[src/rtl/pull_ctl.sv]
module pull_ctl #(
  parameter int NPINS = 58,
  parameter int AW = 8,
  parameter logic [AW-1:0] CODE_ADDR = 'h94,
  parameter logic [AW-1:0] CLK_BASE  = 'h98,
  parameter logic [AW-1:0] DIR_BASE  = 'hE4
) (
  input  logic             clk,
  input  logic             rst,
  input  logic             dw_en,
  input  logic [AW-1:0]    dw_addr,
  input  logic [31:0]      dw_data,
  input  logic             lw_en,
  input  logic [AW-1:0]    lw_addr,
  input  logic [31:0]      lw_data,
  input  logic [AW-1:0]    rd_addr,
  output logic [31:0]      rd_data,
  output logic [NPINS-1:0] pull_up_en,
  output logic [NPINS-1:0] pull_dn_en
);

  localparam int NWORDS = (NPINS + 15) / 16;
  localparam int LAST_FIELDS = NPINS - 16 * (NWORDS - 1);
  localparam logic [AW-1:0] LAST_WORD = DIR_BASE + AW'(4 * (NWORDS - 1));

  logic [1:0]       pull_q [NPINS];
  logic [1:0]       code_q;
  logic [NPINS-1:0] clk_q, clk_d, rise, dir_hit;

  function automatic logic [1:0] xlate(input logic [1:0] c);
    case (c)
      2'd1:    return 2'd2;
      2'd2:    return 2'd1;
      default: return 2'd0;
    endcase
  endfunction

  always_comb begin
    clk_d = clk_q;
    for (int p = 0; p < NPINS; p++) begin
      if (lw_en && lw_addr == CLK_BASE + AW'(4 * (p / 32)))
        clk_d[p] = lw_data[p % 32];
      dir_hit[p] = dw_en && (dw_addr == DIR_BASE + AW'(4 * (p / 16)));
    end
    rise = clk_d & ~clk_q;
  end

  always_ff @(posedge clk) begin
    if (rst) begin
      code_q <= '0;
      clk_q  <= '0;
      for (int p = 0; p < NPINS; p++) pull_q[p] <= '0;
    end else begin
      if (lw_en && lw_addr == CODE_ADDR) code_q <= lw_data[1:0];
      clk_q <= clk_d;
      for (int p = 0; p < NPINS; p++) begin
        if (dir_hit[p])   pull_q[p] <= dw_data[2*(p%16) +: 2];
        else if (rise[p]) pull_q[p] <= xlate(code_q);
      end
    end
  end

  always_comb begin
    rd_data = '0;
    if (rd_addr == CODE_ADDR) rd_data[1:0] = code_q;
    for (int p = 0; p < NPINS; p++) begin
      if (rd_addr == CLK_BASE + AW'(4 * (p / 32)))
        rd_data[p % 32] = clk_q[p];
      if (rd_addr == DIR_BASE + AW'(4 * (p / 16)))
        rd_data[2*(p%16) +: 2] = pull_q[p];
    end
  end

  for (genvar p = 0; p < NPINS; p++) begin : g_pad
    assign pull_up_en[p] = (pull_q[p] == 2'd1);
    assign pull_dn_en[p] = (pull_q[p] == 2'd2);
  end

  assert_reset_R1: assert property (@(posedge clk)
    rst |=> (pull_up_en == '0 && pull_dn_en == '0 && code_q == 2'd0 && clk_q == '0));

  assert_latch_R5: assert property (@(posedge clk) disable iff (rst)
    (lw_en && lw_addr == CLK_BASE && lw_data[0] && !clk_q[0] && !dir_hit[0])
    |=> pull_q[0] == xlate($past(code_q)));

  assert_held_bit_R6: assert property (@(posedge clk) disable iff (rst)
    (lw_en && lw_addr == CLK_BASE && lw_data[0] && clk_q[0] && !dir_hit[0])
    |=> $stable(pull_q[0]));

  assert_idle_R6: assert property (@(posedge clk) disable iff (rst)
    (!dw_en && !lw_en) |=> ($stable(pull_up_en) && $stable(pull_dn_en)));

  assert_direct_wins_R7: assert property (@(posedge clk) disable iff (rst)
    dir_hit[0] |=> pull_q[0] == $past(dw_data[1:0]));

  assert_ghost_zero_R8: assert property (@(posedge clk) disable iff (rst)
    (rd_addr == LAST_WORD) |-> ((rd_data >> (2 * LAST_FIELDS)) == 32'd0));

endmodule

[config.mk]
export PLATFORM = sky130hd
export DESIGN_NAME = pull_ctl
export DESIGN_NICKNAME = d
export VERILOG_FILES = /design/src/rtl/pull_ctl.sv
export SDC_FILE = /design/constraint.sdc
export NUM_CORES = 1
export LEC_CHECK = 0
export ABC_AREA = 1
export BUFFER_PORTS_ARGS = -buffer_cell sky130_fd_sc_hd__buf_2
export CAP_MARGIN = 30
export CORE_ASPECT_RATIO = 0.9
export CORE_MARGIN = 2
export CORE_UTILIZATION = 50
export CTS_BUF_LIST = sky130_fd_sc_hd__clkbuf_16
export DETAILED_ROUTE_END_ITERATION = 10
export MAX_ROUTING_LAYER = met4
export PLACE_DENSITY = 0.77
export SLEW_MARGIN = 40
export SYNTH_ARGS = -nofsm -noshare
export SYNTH_HDL_FRONTEND = slang
export SYNTH_SLANG_ARGS = --single-unit
[constraint.sdc]
create_clock -name clk -period 1.4 [get_ports clk]
set_input_delay 0.14 -clock clk [delete_from_list [all_inputs] [get_ports clk]]
set_output_delay 0.14 -clock clk [all_outputs]
set_load 0.05 [all_outputs]
==> impl_metrics.yaml <==
critical_path:
  crit_required_ns: 1.26
  worstSetupStartpointType: "flop"
  cp.arrival_ns: 1.81
  cp-end-kind: "output port"
  path_max_fanout: 2
  critical_path_class: "reg -> out"
synthesis:
  yosysTopAreaCell: "edfxtp_1"
  yosys-top-cells-area: "edfxtp_1 32%, nor2_1 13%, nand2_1 12%"
  yosys_most_used_dff: "edfxtp_1"
  synth_xor_area_frac: 0
  syn_inst: 1634
  syn_nets: 1726
  synth_mux_area_frac: 0
  synth_cell_type_count: 36
  netlist_area_sq_um: 11100
  synthArstFlopShare: 0
  synth_top_area_share: 0.315
  yosysSeqAreaShare: 0.424
  synth_simple_gate_area_frac: 0.396
  synth.avg_cell_area_sq_um: 6.76
  synth_top_family_by_area: "simple AND/OR/NAND/NOR gates"
  synth_edf_count: 116
  synth_fa_ha_area_frac: 0
  synth_compound_area_frac: 0.0599
  ys_seq_elements: 176
  yosys_warnings: 0
clock_tree:
  worstSkewPairLatency_ns: 0.45
  cts_made_buffers: 17
  cts_tree: "yes"
  clock-sinks: 176
  root_buffer: "clkbuf_16"
  cts_hold_buf: 0
  clockBufferDepth: 2
  cts_max_level: 4
  cts.reportedPaths.clkPinSlew_ns: 0.07
place:
  portBuffers: 239
  gp_congestion: 0.992
  hpwl_microns: 32900
  place_area_sq_um: 13900
  dpl_worst_slack_ns: -0.555
route:
  routed_wl_microns: 48500
  first_pass_iters: 7
  wl_met2_microns: 21300
  viasPerCell: 5.78
  wl_met1_microns: 17400
  vias: 13493
  wl_per_cell_microns: 20.8
  top_layer: "met4"
  ant_nets: 0
  wl_met3_microns: 7210
  drt_drc_violations_left: 0
  drtIter0Drc: 1781
global_routing:
  grt_pass1_vias: 12325
  track_usage: 0.397
  antenna_found_initial: 1
  overflow: 0
  grt_pass1_wl_microns: 68600
  grt_start_max_net_pins: 33
min_path:
  hold_path.class: "in -> reg"
final_layout:
  area_growth_pct: 52.2
  nets: 2121
  mostFrequentLayoutCells: "346 x nand2_1, 295 x nor2_1, 197 x inv_1"
  final_area_sq_um: 16800
  fin_util: 0.775
  layout_commonest_cell: "nand2_1"
  drive_gt1_frac: 0.363
run:
  maxCapViolations: 0
sta:
  skew_ns: 0.00942
  final-setup-viol-count: 72
  worst_hold_slack_ns: 0.000755
  grt_setup_unrepaired: "yes"
  max_freq_mhz: 514
  final_hold_viol_count: 0
  slew_viol_final: 0
  tightest_slew_ns: 0.558
  period_share: 1.39
  fin_ws_ns: -0.547
  relSlewSlack: 0.627
  period_needed_ns: 1.95
power_and_ir_drop:
  peakVddDrop_mv: 0.814
  powerDensity_nw_per_um2: 787
  power_w: 0.0132
  leakagePower_nw: 8.05
floorplan:
  start_util: 0.509
  die_y_microns: 145
  design.portCount: 240
  dieArea_sq_um: 23300
  core_sq_um: 21700
  floorplan.die.width_microns: 161
  rows: 51
outcome:
  status: "finished, violations left"
  failed_checks: "setup timing"
[worst paths after layout]
kind / start / end / slack, ns / depth (start not counted)
max: clk_q[12] / rd_data[12] / -0.55 / 6
min: dw_data[27] / pull_q[0][27] / 0.0008 / 3
max reg2reg: code_q[0] / pull_q[1][13] / 0.05 / 5
min reg2reg: clk_q[8] / clk_q[8] / 0.52 / 2
[per-stage QoR]
stage,setup TNS [ns],instances
after global placement,-71.60,2248
after floorplan,-0.781,1634
after global routing,-16.01,2334
final,-13.21,2335
after detailed placement,-76.21,2248
after CTS,-10.14,2308
[registers in the layout (all words and copies together) (netlist names)]
register / count
clk_q: 58
code_q: 2
pull_q: 116
[where the power goes]
part	internal [W]	leakage, nW	switching [W]
sequential	0.00572	1.66	0.000175
clock	0.00266	0.285	0.00230
combinational	0.000790	6.11	0.00160
total	0.00917	8.05	0.00408
[cell usage after synthesis (21+ instances only)]
| master | count |
|---|---|
| a21oi_1 | 29 |
| buf_2 | 21 |
| clkbuf_1 | 33 |
| dfxtp_1 | 60 |
| edfxtp_1 | 116 |
| inv_1 | 253 |
| nand2_1 | 363 |
| nand3_1 | 96 |
| nand4_1 | 74 |
| nor2_1 | 392 |
| nor2_2 | 26 |
| nor3_1 | 32 |
| o21ai_0 | 30 |
| o21ai_1 | 30 |
[worst max-delay path: stages, from the launching register on]
cell,delay [ns]
dfxtp_1,0.34
inv_1,0.16
nor2_1,0.07
nor3_1,0.25
buf_4,0.20
nand4_1,0.14
buf_6,0.20
[layout make-up]
cell class,instances,area (sq um)
diodes,2,5.00
inverters,258,1020
well taps,291,364
flip-flops and latches,176,4690
fillers,1435,4870
repair buffers,447,4200
clock buffers,17,425
clock inverters,15,161
multi-input cells,1129,5950
[layer usage]
layer | track usage | vias up
li1 | - | 6006
met1 | 0.517 | 6096
met2 | 0.595 | 1134
met3 | 0.110 | 257
met4 | 0.147 | 0
met5 | - | -
[logic make-up after synthesis]
| group | Yosys count |
|---|---|
| flip-flops | 176 |
| buffers and inverters | 329 |
| AO/OA/AOI/OAI | 118 |
| AND/OR/NAND/NOR | 1011 |
[what timing repair did]
| item | 4_1_cts | 5_1_grt |
|---|---|---|
| pin swaps | 56 | 55 |
| setup buffers | 28 | 35 |
| gates cloned | 6 | 0 |
| gates resized for setup | 308 | 298 |
| endpoints found under the setup margin | 89 | 198 |
Power figures use the tool's default switching activity.
